--- src/rtl/spec_share_pkg.sv ---
package spec_share_pkg;

    typedef enum logic {
        CH_A = 1'b0,
        CH_B = 1'b1
    } ch_e;

    typedef struct packed {
        logic corr;
        ch_e  corr_ch;
    } sched_t;

endpackage

--- src/rtl/spec_share_pred.sv ---
module spec_share_pred
    import spec_share_pkg::*;
#(
    parameter int CNT_W = 2
) (
    input  logic clk,
    input  logic rst_n,
    input  logic upd,
    input  ch_e  upd_ch,
    output ch_e  guess
);
    localparam logic [CNT_W-1:0] CNT_MAX = {CNT_W{1'b1}};
    localparam logic [CNT_W-1:0] CNT_MIN = '0;

    logic [CNT_W-1:0] cnt_d, cnt_q;

    always_comb begin
        cnt_d = cnt_q;
        if (upd) begin
            if (upd_ch == CH_B) begin
                if (cnt_q != CNT_MAX) cnt_d = cnt_q + 1'b1;
            end else begin
                if (cnt_q != CNT_MIN) cnt_d = cnt_q - 1'b1;
            end
        end
    end

    always_ff @(posedge clk) begin
        if (!rst_n) cnt_q <= CNT_MIN;
        else        cnt_q <= cnt_d;
    end

    assign guess = ch_e'(cnt_q[CNT_W-1]);

endmodule

--- src/rtl/spec_share_sched.sv ---
module spec_share_sched
    import spec_share_pkg::*;
(
    input  logic clk,
    input  logic rst_n,
    input  ch_e  guess,
    input  logic sel_valid,
    input  logic sel,
    input  logic a_valid,
    input  logic b_valid,
    input  logic out_ready,
    output ch_e  exec_ch,
    output logic fire,
    output logic miss
);
    sched_t st_d, st_q;
    logic   ch_ok;
    logic   hit;

    always_comb begin
        exec_ch = st_q.corr ? st_q.corr_ch : guess;
        ch_ok   = (exec_ch == CH_B) ? b_valid : a_valid;
        hit     = sel_valid && (ch_e'(sel) == exec_ch);
        fire    = hit && ch_ok && out_ready;
        miss    = sel_valid && (ch_e'(sel) != exec_ch) && !st_q.corr;

        st_d = st_q;
        if (fire) begin
            st_d.corr = 1'b0;
        end else if (miss) begin
            st_d.corr    = 1'b1;
            st_d.corr_ch = ch_e'(sel);
        end
    end

    always_ff @(posedge clk) begin
        if (!rst_n) begin
            st_q.corr    <= 1'b0;
            st_q.corr_ch <= CH_A;
        end else begin
            st_q <= st_d;
        end
    end

endmodule

--- src/rtl/spec_share_fn.sv ---
module spec_share_fn #(
    parameter int          DW  = 8,
    parameter int          ROT = 1,
    parameter logic [DW-1:0] KEY = 8'h5A
) (
    input  logic [DW-1:0] din,
    output logic [DW-1:0] dout
);
    localparam int SHIFT = ROT % DW;

    for (genvar i = 0; i < DW; i++) begin : g_bit
        localparam int SRC = (i - SHIFT + DW) % DW;
        assign dout[i] = din[SRC] ^ KEY[i];
    end

endmodule

--- src/rtl/spec_share_obuf.sv ---
module spec_share_obuf #(
    parameter int DW = 8
) (
    input  logic          clk,
    input  logic          rst_n,
    input  logic          load,
    input  logic [DW-1:0] din,
    input  logic          out_stop,
    output logic          ready,
    output logic          out_valid,
    output logic [DW-1:0] out_data
);
    typedef struct packed {
        logic          vld;
        logic [DW-1:0] dat;
    } obuf_t;

    obuf_t ob_d, ob_q;

    always_comb begin
        ready = !ob_q.vld || !out_stop;
        ob_d  = ob_q;
        if (load) begin
            ob_d.vld = 1'b1;
            ob_d.dat = din;
        end else if (ob_q.vld && !out_stop) begin
            ob_d.vld = 1'b0;
        end
    end

    always_ff @(posedge clk) begin
        if (!rst_n) begin
            ob_q.vld <= 1'b0;
            ob_q.dat <= '0;
        end else begin
            ob_q <= ob_d;
        end
    end

    assign out_valid = ob_q.vld;
    assign out_data  = ob_q.dat;

endmodule

--- src/rtl/spec_share_unit.sv ---
module spec_share_unit
    import spec_share_pkg::*;
#(
    parameter int            DW    = 8,
    parameter int            CNT_W = 2,
    parameter int            ROT   = 1,
    parameter logic [DW-1:0] KEY   = 8'h5A
) (
    input  logic          clk,
    input  logic          rst_n,
    input  logic          a_valid,
    input  logic [DW-1:0] a_data,
    output logic          a_stop,
    input  logic          b_valid,
    input  logic [DW-1:0] b_data,
    output logic          b_stop,
    input  logic          sel_valid,
    input  logic          sel,
    output logic          sel_stop,
    output logic          out_valid,
    output logic [DW-1:0] out_data,
    input  logic          out_stop
);
    ch_e           guess;
    ch_e           exec_ch;
    logic          fire;
    logic          miss;
    logic          out_ready;
    logic [DW-1:0] fn_in;
    logic [DW-1:0] fn_out;

    spec_share_pred #(.CNT_W(CNT_W)) pred_i (
        .clk    (clk),
        .rst_n  (rst_n),
        .upd    (fire),
        .upd_ch (ch_e'(sel)),
        .guess  (guess)
    );

    spec_share_sched sched_i (
        .clk       (clk),
        .rst_n     (rst_n),
        .guess     (guess),
        .sel_valid (sel_valid),
        .sel       (sel),
        .a_valid   (a_valid),
        .b_valid   (b_valid),
        .out_ready (out_ready),
        .exec_ch   (exec_ch),
        .fire      (fire),
        .miss      (miss)
    );

    assign fn_in = (exec_ch == CH_B) ? b_data : a_data;

    spec_share_fn #(.DW(DW), .ROT(ROT), .KEY(KEY)) fn_i (
        .din  (fn_in),
        .dout (fn_out)
    );

    spec_share_obuf #(.DW(DW)) obuf_i (
        .clk       (clk),
        .rst_n     (rst_n),
        .load      (fire),
        .din       (fn_out),
        .out_stop  (out_stop),
        .ready     (out_ready),
        .out_valid (out_valid),
        .out_data  (out_data)
    );

    assign a_stop   = !(fire && exec_ch == CH_A);
    assign b_stop   = !(fire && exec_ch == CH_B);
    assign sel_stop = !fire;

endmodule

--- config.mk ---
export PLATFORM = sky130hd
export DESIGN_NAME = spec_share_unit
export DESIGN_NICKNAME = d
export VERILOG_FILES = /design/src/rtl/spec_share_pkg.sv /design/src/rtl/spec_share_pred.sv /design/src/rtl/spec_share_sched.sv /design/src/rtl/spec_share_fn.sv /design/src/rtl/spec_share_obuf.sv /design/src/rtl/spec_share_unit.sv
export SDC_FILE = /design/constraint.sdc
export NUM_CORES = 1
export LEC_CHECK = 0
export ABC_AREA = 1
export BUFFER_PORTS_ARGS = -buffer_cell sky130_fd_sc_hd__buf_4
export CORE_MARGIN = 3
export CORE_UTILIZATION = 44
export CTS_CLUSTER_SIZE = 30
export DETAILED_ROUTE_END_ITERATION = 6
export PLACE_DENSITY = 0.77
export SYNTH_ARGS = -nofsm -noshare
export SYNTH_HDL_FRONTEND = slang
export SYNTH_SLANG_ARGS = --single-unit
--- constraint.sdc ---
create_clock -name clk -period 1.45 [get_ports clk]
set_input_delay 0.145 -clock clk [delete_from_list [all_inputs] [get_ports clk]]
set_output_delay 0.145 -clock clk [all_outputs]
set_load 0.01 [all_outputs]
After elaboration in Yosys (flattened, before gate mapping)
Cells that the tools add are included.
Cells by class
  $add $sub $neg: 2
  bitwise logic cells: 7
  mux-type cells: 8
  reduce and logical (&&, ||, !) cells: 21
  equal/unequal tests: 4
Operators by type and width (count)
  1-bit logical AND: 8
  8-bit two-way mux: 1
  1-bit inverter: 7
  1-bit zero test: 6
  2-bit two-way mux: 3
  2-bit nonzero test: 3
  1-bit two-way mux: 4
  3-bit AND reduction: 1
  2-bit by 1-bit adder with 2-bit output, second input constant: 1
  2-bit by 1-bit inequality test with 1-bit output, second input constant: 1
  2-bit inequality test, second input constant: 1
  2-bit AND reduction: 1
  2-bit OR reduction: 1
  2-bit by 1-bit subtractor with 2-bit output, second input constant: 1
  1-bit equality test: 1
  1-bit logical OR: 1
  1-bit inequality test: 1
Storage, ports and cells
  logic and storage cells: 47
  bits in registers: 13

Depth between registers and ports, before layout
Gate-level depths: netlist of the first run.
  word-level depth: 7
  gate-level depth with buffers: 10
  depth with buffers taken out: 10

Modules after synthesis
A second synthesis of the first run with hierarchy kept.
Unflattened totals
  cell total of the unflattened synthesis: 133
  area, all modules: 845.8 µm²
Modules (own cells, without submodules)
  spec_share_obuf: cells an instance 55, area each 379.1 µm², times used 1
  spec_share_sched: cells an instance 26, area each 203.9 µm², times used 1
  spec_share_unit: cells an instance 29, area each 116.4 µm², times used 1
  spec_share_pred: cells an instance 15, area each 101.3 µm², times used 1
  spec_share_fn: cells an instance 8, area each 45.0 µm², times used 1

Least setup slack after synthesis of the first run
No wires, ideal clock.
  path type: register to output
  from: register sched_i.st_q[1] (netlist bit)
  to: output a_stop
  path buffers: 1
  slack: 238 ps
  stages on the path, launching flop included: 10
  arrival: 1067 ps
  cell sequence: dfxtp_1 > inv_1 > nand2_2 > nand2_2 > nand3_2 > nand2_2 > nand2_2 > nor2_4 > buf_6 > nand2_1
Between the ends
  longest elaborated chain between the ends: 7
RTL lines
  start: declaration: line spec_share_sched.sv:16  | sched_t st_d, st_q;
  start signal: assignment: line spec_share_sched.sv:41  | st_q <= st_d;
  1-bit two-way mux (*): line spec_share_sched.sv:21  | exec_ch = st_q.corr ? st_q.corr_ch : guess;
  1-bit equality test: line spec_share_sched.sv:23  | hit = sel_valid && (ch_e'(sel) == exec_ch);
  1-bit logical AND: line spec_share_sched.sv:23
  1-bit logical AND (2 in series): line spec_share_sched.sv:24  | fire = hit && ch_ok && out_ready;
  1-bit logical AND (*): line spec_share_unit.sv:72  | assign a_stop = !(fire && exec_ch == CH_A);
  1-bit zero test (*): line spec_share_unit.sv:72
  end: declaration: line spec_share_unit.sv:13  | output logic a_stop,
Every way passes the cells marked *; elsewhere a longest branch is shown, timed or not.

Worst setup path after layout of the first run
Same ends and word-level chain as after synthesis.

==> insert_results.sql, run 1 <==
INSERT INTO impl_metrics (metric_group, metric, value, unit) VALUES
('run_status', 'outcome', 'finished, violations left', ''),
('run_status', 'violated_checks', 'negative setup slack', ''),
('die', 'io_pins', '35', ''),
('pwr', 'power_leakage', '0.585', 'nW'),
('place', 'place_worst_setup_slack', '0.0542', 'ns'),
('cells_and_area', 'post-route-util', '0.805', ''),
('yosys', 'synthesis.area_per_instance', '6.73', 'um2'),
('clocking', 'clock_path_buffers', '2', ''),
('sta', 'report.final.hold_viol_count', '0', ''),
('yosys', 'synth-warning-count', '0', ''),
('cells_and_area', 'layout-drive-gt1-share', '0.432', ''),
('die', 'die_width', '46.3', 'um'),
('die', 'fp.coreArea', '1420', 'um2'),
('worst_setup_path', 'r2r_slack', '-0.17', 'ns'),
('route', 'routed-wl-met3', '144', 'um'),
('sta', 'finalCritPeriodShare', '1.15', ''),
('worst_hold_path', 'holdPathStages', '3', ''),
('sta', 'setup_viol_count_final', '12', ''),
('clocking', 'cts_hold_buf', '0', ''),
('worst_setup_path', 'crit_path_top_delay_cell', 'dfxtp_2', ''),
('worst_setup_path', 'timing.critical_path.max_delay_family', 'simple AND/OR/NAND/NOR gates', ''),
('worst_hold_path', 'class_of_the_tightest_hold_or_removal_check', 'in -> reg', ''),
('die', 'die_area', '2140', 'um2'),
('pwr', 'power_per_cell_area', '734', 'nW/um2'),
('place', 'gp_congestion', '0.874', ''),
('die', 'floorplan.die.height', '46.3', 'um'),
('yosys', 'ys_types', '19', ''),
('sta', 'hold-worst-slack', '0.160', 'ns'),
('run', 'maximum_capacitance_violations', '0', ''),
('worst_setup_path', 'cp.depth', '9', ''),
('yosys', 'netlist_area', '713', 'um2'),
('clocking', 'cts_htree_levels', '1', ''),
('pwr', 'vdd_drop_max', '0.619', 'mV'),
('route', 'num_vias', '887', ''),
('global_route', 'track_usage', '0.234', ''),
('sta', 'maxClockFrequency', '598', 'MHz'),
('route', 'remaining_drc_errors', '0', ''),
('yosys', 'ys_seq_area_frac', '0.365', ''),
('route', 'drt-vias-per-instance', '5.22', ''),
('clocking', 'tritoncts', 'done', ''),
('yosys', 'netlist_instances', '106', ''),
('worst_setup_path', 'critical-path-max-stage-delay', '0.34', 'ns'),
('worst_setup_path', 'worstPathMaxFanout', '5', ''),
('global_route', 'grt_start_max_net_pins', '11', ''),
('yosys', 'netlist_top_cells_area', 'dfxtp_1, nand2_1, nor2_1', ''),
('route', 'ant_nets', '0', ''),
('yosys', 'synth_edf_count', '0', ''),
('cells_and_area', 'antenna_diode_count', '0', ''),
('yosys', 'yosysTopAreaCell', 'dfxtp_1', ''),
('place', 'placedCellCount', '156', ''),
('yosys', 'synth.cells.most_frequent', 'nand2_1, nor2_1, dfxtp_1', ''),
('worst_setup_path', 'cp.required', '1.31', 'ns'),
('worst_setup_path', 'critical_path.reg2reg.endpoint', 'obuf_i.out_data[6]$_SDFFE_PN0P_', ''),
('worst_setup_path', 'crit_path_start_kind', 'flip-flop', ''),
('route', 'avgRoutedWirePerCell', '14.0', 'um'),
('clocking', 'cts.sinks', '13', ''),
('cells_and_area', 'relative_area_change_from_synthesis_to_final_layout', '59.8', '%'),
('sta', 'worst_clock_skew', '0.00504', 'ns'),
('sta', 'slew_worst_pin', '0.212', 'ns'),
('sta', 'setup_slack_after_layout', '-0.221', 'ns'),
('cells_and_area', 'final_cells', '170', ''),
('worst_hold_path', 'hold_path_end', 'obuf_i.out_data[0]$_SDFFE_PN0P_', ''),
('global_route', 'via_count_of_the_first_global_routing_pass', '850', ''),
('clocking', 'clock_latency_late_sink', '0.29', 'ns'),
('sta', 'final-max-slew-violation-count', '0', ''),
('place', 'post-dp-hpwl', '1510', 'um'),
('route', 'drt_pre_antenna_iters', '6', ''),
('sta', 'grt_setup_unrepaired', 'true', ''),
('die', 'initial_util', '0.504', ''),
('clocking', 'root_buffer', 'clkbuf_4', ''),
('sta', 'setup-tns-final', '-1.66', 'ns');
[through the flow]
step | total power [W] | instance area, um2
3_3_place_gp | 0.000564 | 993
5_1_grt | 0.000874 | 1140
6_report | 0.000837 | 1140
3_5_place_dp | 0.000569 | 993
4_1_cts | 0.000817 | 1100
2_1_floorplan | 0.000475 | 713
[placed cells by master (no fill, tap or decap), drive strengths merged]
cell    instances
o21ai          10
inv            11
nor2           19
nand2          31
mux2i           4
buf            47
a21boi          1
clkinv          1
nand3           8
nand4           3
clkbuf          3
a211oi          1
a21oi           3
dfxtp          13
[how the worst max path moves through the flow]
stage / slack [ns] / from / end
2_1_floorplan: 0.24 / sched_i.st_q[1]$_SDFFE_PP0P_ / a_stop
3_3_place_gp: 0.11 / sched_i.st_q[1]$_SDFFE_PP0P_ / obuf_i.out_data[1]$_SDFFE_PN0P_
3_5_place_dp: 0.05 / sched_i.st_q[1]$_SDFFE_PP0P_ / obuf_i.out_data[6]$_SDFFE_PN0P_
4_1_cts: -0.14 / sched_i.st_q[1]$_SDFFE_PP0P_ / a_stop
5_1_grt: -0.27 / sched_i.st_q[1]$_SDFFE_PP0P_ / a_stop
6_report: -0.22 / sched_i.st_q[1]$_SDFFE_PP0P_ / a_stop
[cell type report]
class,count,area [um2],area share
timing repair buffer,47,372,0.326
clock inverter,1,5.00,0.00439
tap,15,18.8,0.0165
multi-input combinational,80,415,0.364
sequential,13,263,0.231
inverter,11,43.8,0.0384
clock buffer,3,22.5,0.0198
[layer usage]
metal  GRT usage  vias up
li1            -      439
met1       0.266      407
met2       0.415       38
met3      0.0664        3
met4      0.0739        0
met5           0        -
[worst register-to-register path: stages, from the launching register on]
cell	delay, ns
dfxtp_2	0.34
inv_2	0.07
nand2_2	0.07
nand2_2	0.10
nand3_2	0.08
nand2_2	0.11
nand2_4	0.07
nor2_4	0.18
buf_4	0.15
buf_6	0.08
buf_4	0.13
o21ai_1	0.07
nor2_1	0.11
[cell families after synthesis]
group	count (synthesis)	share of synthesized area
flip-flops	13	0.365
AO/OA/AOI/OAI	15	0.118
buffers and inverters	13	0.0807
AND/OR/NAND/NOR	61	0.381
multiplexers	4	0.0561
[flip-flops by register name (all words and copies together), names as in the netlist]
| register | cells |
|---|---|
| obuf_i.out_data | 8 |
| obuf_i.out_valid | 1 |
| pred_i.cnt_q | 2 |
| sched_i.st_q | 2 |
[power breakdown]
group	total (W)	switching (W)	internal [W]	leakage, nW
combinational	0.000213	0.000102	0.000111	0.460
clock	0.000234	0.000131	0.000103	0.0177
sequential	0.000391	0.0000127	0.000378	0.107
[repair_timing]
action | in CTS | in global routing
cloned | 0 | 0
hold endpoints to repair | 0 | 0
resized for setup | 7 | 9
setup buffers | 8 | 2
pin swaps | 5 | 10
endpoints found under the setup margin | 3 | 13
No activity file was read; power rests on OpenSTA's default activity.
==> inputs of run 2 (changes only) <==
==> constraint.sdc (replaced) <==
create_clock -name clk -period 1.45 [get_ports clk]
set_input_delay 0.2175 -clock clk [delete_from_list [all_inputs] [get_ports clk]]
set_output_delay 0.2175 -clock clk [all_outputs]
set_load 0.01 [all_outputs]
==> insert_results.sql, run 2 (synthesized netlist as in run 1, its figures left out) <==
INSERT INTO impl_metrics (metric_group, metric, value, unit) VALUES
('run_status', 'outcome', 'finished, violations left', ''),
('run_status', 'violated_checks', 'negative setup slack', ''),
('worst_setup_path', 'crit_path_end_kind', 'output pin', ''),
('die', 'die_width', '46.3', 'um'),
('worst_setup_path', 'worst-setup-path-type', 'reg -> out', ''),
('pwr', 'switching_share', '0.264', ''),
('die', 'die_area', '2140', 'um2'),
('sta', 'report.final.hold_viol_count', '0', ''),
('sta', 'worst_clock_skew', '0.000932', 'ns'),
('die', 'fp.coreArea', '1420', 'um2'),
('global_route', 'grt_start_max_net_pins', '12', ''),
('run', 'maximum_capacitance_violations', '0', ''),
('route', 'drt-vias-per-instance', '5.02', ''),
('cells_and_area', 'area.sequential', '264', 'um2'),
('clocking', 'clock_latency_late_sink', '0.27', 'ns'),
('cells_and_area', 'relative_area_change_from_synthesis_to_final_layout', '50.5', '%'),
('route', 'ant_nets', '0', ''),
('pwr', 'internal-power', '0.000583', 'W'),
('route', 'avgRoutedWirePerCell', '11.7', 'um'),
('cells_and_area', 'post-route-util', '0.759', ''),
('clocking', 'clock_path_buffers', '2', ''),
('worst_setup_path', 'cp.required', '1.23', 'ns'),
('sta', 'slew_worst_pin', '0.218', 'ns'),
('die', 'io_pins', '35', ''),
('sta', 'finalCritPeriodShare', '1.14', ''),
('cells_and_area', 'multiInputGateArea', '398', 'um2'),
('sta', 'final-max-slew-violation-count', '0', ''),
('worst_hold_path', 'class_of_the_tightest_hold_or_removal_check', 'in -> reg', ''),
('global_route', 'grt_pass1_wl', '3150', 'um'),
('die', 'placement_rows', '13', ''),
('pwr', 'power_per_cell_area', '738', 'nW/um2'),
('pwr', 'clock_power_share', '0.274', ''),
('route', 'wl', '1940', 'um'),
('place', 'place.port_buffers', '34', ''),
('sta', 'slew-limit-headroom', '0.853', ''),
('cells_and_area', 'layout.nets', '175', ''),
('sta', 'setup_slack_after_layout', '-0.204', 'ns'),
('clocking', 'root_buffer', 'clkbuf_4', ''),
('sta', 'maxClockFrequency', '605', 'MHz'),
('global_route', 'track_usage', '0.212', ''),
('cells_and_area', 'layout-drive-gt1-share', '0.397', ''),
('route', 'num_vias', '834', ''),
('sta', 'setup_viol_count_final', '3', ''),
('die', 'initial_util', '0.504', ''),
('global_route', 'globalRouteOverflowTotal', '0', ''),
('pwr', 'p_sw', '0.000209', 'W'),
('place', 'place_worst_setup_slack', '0.0389', 'ns'),
('cells_and_area', 'fill_cells', '104', ''),
('pwr', 'vdd_drop_max', '0.514', 'mV'),
('cells_and_area', 'layout_common_cells', 'buf_4, nand2_1, nor2_1', ''),
('route', 'dr.first_iter.drc_count', '11', ''),
('clocking', 'cts.reportedPaths.clkPinSlew', '0.07', 'ns'),
('cells_and_area', 'layout_commonest_cell', 'buf_4', ''),
('place', 'post-dp-hpwl', '1550', 'um'),
('clocking', 'cts.sinks', '13', ''),
('worst_setup_path', 'crit_path_start_kind', 'flip-flop', ''),
('place', 'gp_congestion', '0.826', ''),
('global_route', 'antenna_found_initial', '0', ''),
('worst_setup_path', 'critical_path_arrival', '1.44', 'ns'),
('pwr', 'power_leakage', '0.550', 'nW'),
('cells_and_area', 'max_ffs_per_register', '8', ''),
('sta', 'grt_setup_unrepaired', 'true', ''),
('cells_and_area', 'antenna_diode_count', '0', ''),
('pwr', 'power_frac_comb', '0.234', ''),
('clocking', 'tritoncts', 'done', ''),
('route', 'remaining_drc_errors', '0', ''),
('route', 'drt_pre_antenna_iters', '4', ''),
('clocking', 'cts-buffers-inserted', '3', ''),
('global_route', 'via_count_of_the_first_global_routing_pass', '781', ''),
('sta', 'shortest_period_the_worst_path_allows', '1.65', 'ns'),
('clocking', 'cts_htree_levels', '1', ''),
('pwr', 'seqPwrFrac', '0.492', ''),
('die', 'floorplan.die.height', '46.3', 'um'),
('worst_setup_path', 'worstPathMaxFanout', '8', '');
==> run 2: cell types whose count changed in the layout (fill, tap and decap cells not counted), sizes merged <==
cell / before / now
clkinv: 1 / 0
buf: 47 / 43
clkbuf: 3 / 4
==> run 2: stage by stage <==
step                      hold WS, ns  area [um2]  TNS (ns)  instances  total power, W
final                           0.239        1070    -0.585        166        0.000793
after global routing            0.246        1070    -0.886        166        0.000841
after CTS                       0.229        1060    -0.649        164        0.000798
after detailed placement        0.469        1010         0        158        0.000574
after global placement          0.462        1010         0        158        0.000570
after floorplan                 0.353         713         0        106        0.000475
==> run 2: worst max-delay path, cell delays in order (launching register included) <==
cell,delay [ns]
dfxtp_2,0.36
inv_2,0.05
nand2_2,0.08
nand4_1,0.10
nand2_2,0.10
nand2_2,0.07
nor2_4,0.18
nand2_1,0.09
buf_4,0.15
==> run 2: worst paths after layout <==
check	from	end	slack, ns	cells past startpoint
setup / recovery	sched_i.st_q[1]$_SDFFE_PP0P_	a_stop	-0.20	8
hold / removal	rst_n	sched_i.st_q[0]$_SDFFE_PN0P_	0.24	3
setup reg to reg	sched_i.st_q[1]$_SDFFE_PP0P_	obuf_i.out_data[4]$_SDFFE_PN0P_	0.05	10
hold reg to reg	sched_i.st_q[0]$_SDFFE_PN0P_	sched_i.st_q[0]$_SDFFE_PN0P_	0.49	2
==> run 2: final cells by class <==
cell class / count / share of cell area
Multi-Input combinational cell: 80 / 0.371
Timing Repair Buffer: 43 / 0.301
Sequential cell: 13 / 0.246
Inverter: 11 / 0.0408
Clock buffer: 4 / 0.0245
Tap cell: 15 / 0.0175
==> run 2: metal layers <==
| metal | vias to the layer above | part of all wire | global-route usage |
|---|---|---|---|
| met5 | - | 0 | 0 |
| met4 | 0 | 0.012 | 0.0852 |
| met3 | 5 | 0.064 | 0.0703 |
| met2 | 20 | 0.53 | 0.379 |
| met1 | 378 | 0.40 | 0.224 |
| li1 | 431 | - | - |
==> run 2: what timing repair did <==
action,CTS,global route
buffers inserted,2,2
endpoints found under the setup margin,3,8
hold buffers,0,0
resized for setup,4,3
pin swaps,2,1
==> run 2: power groups by stage <==
stage / sequential, W / clock (W) / combinational, W
2_1_floorplan: 0.000401 / 0 / 0.0000737
3_3_place_gp: 0.000395 / 0 / 0.000175
3_5_place_dp: 0.000396 / 0 / 0.000178
4_1_cts: 0.000389 / 0.000227 / 0.000182
5_1_grt: 0.000392 / 0.000243 / 0.000206
6_report: 0.000390 / 0.000217 / 0.000186
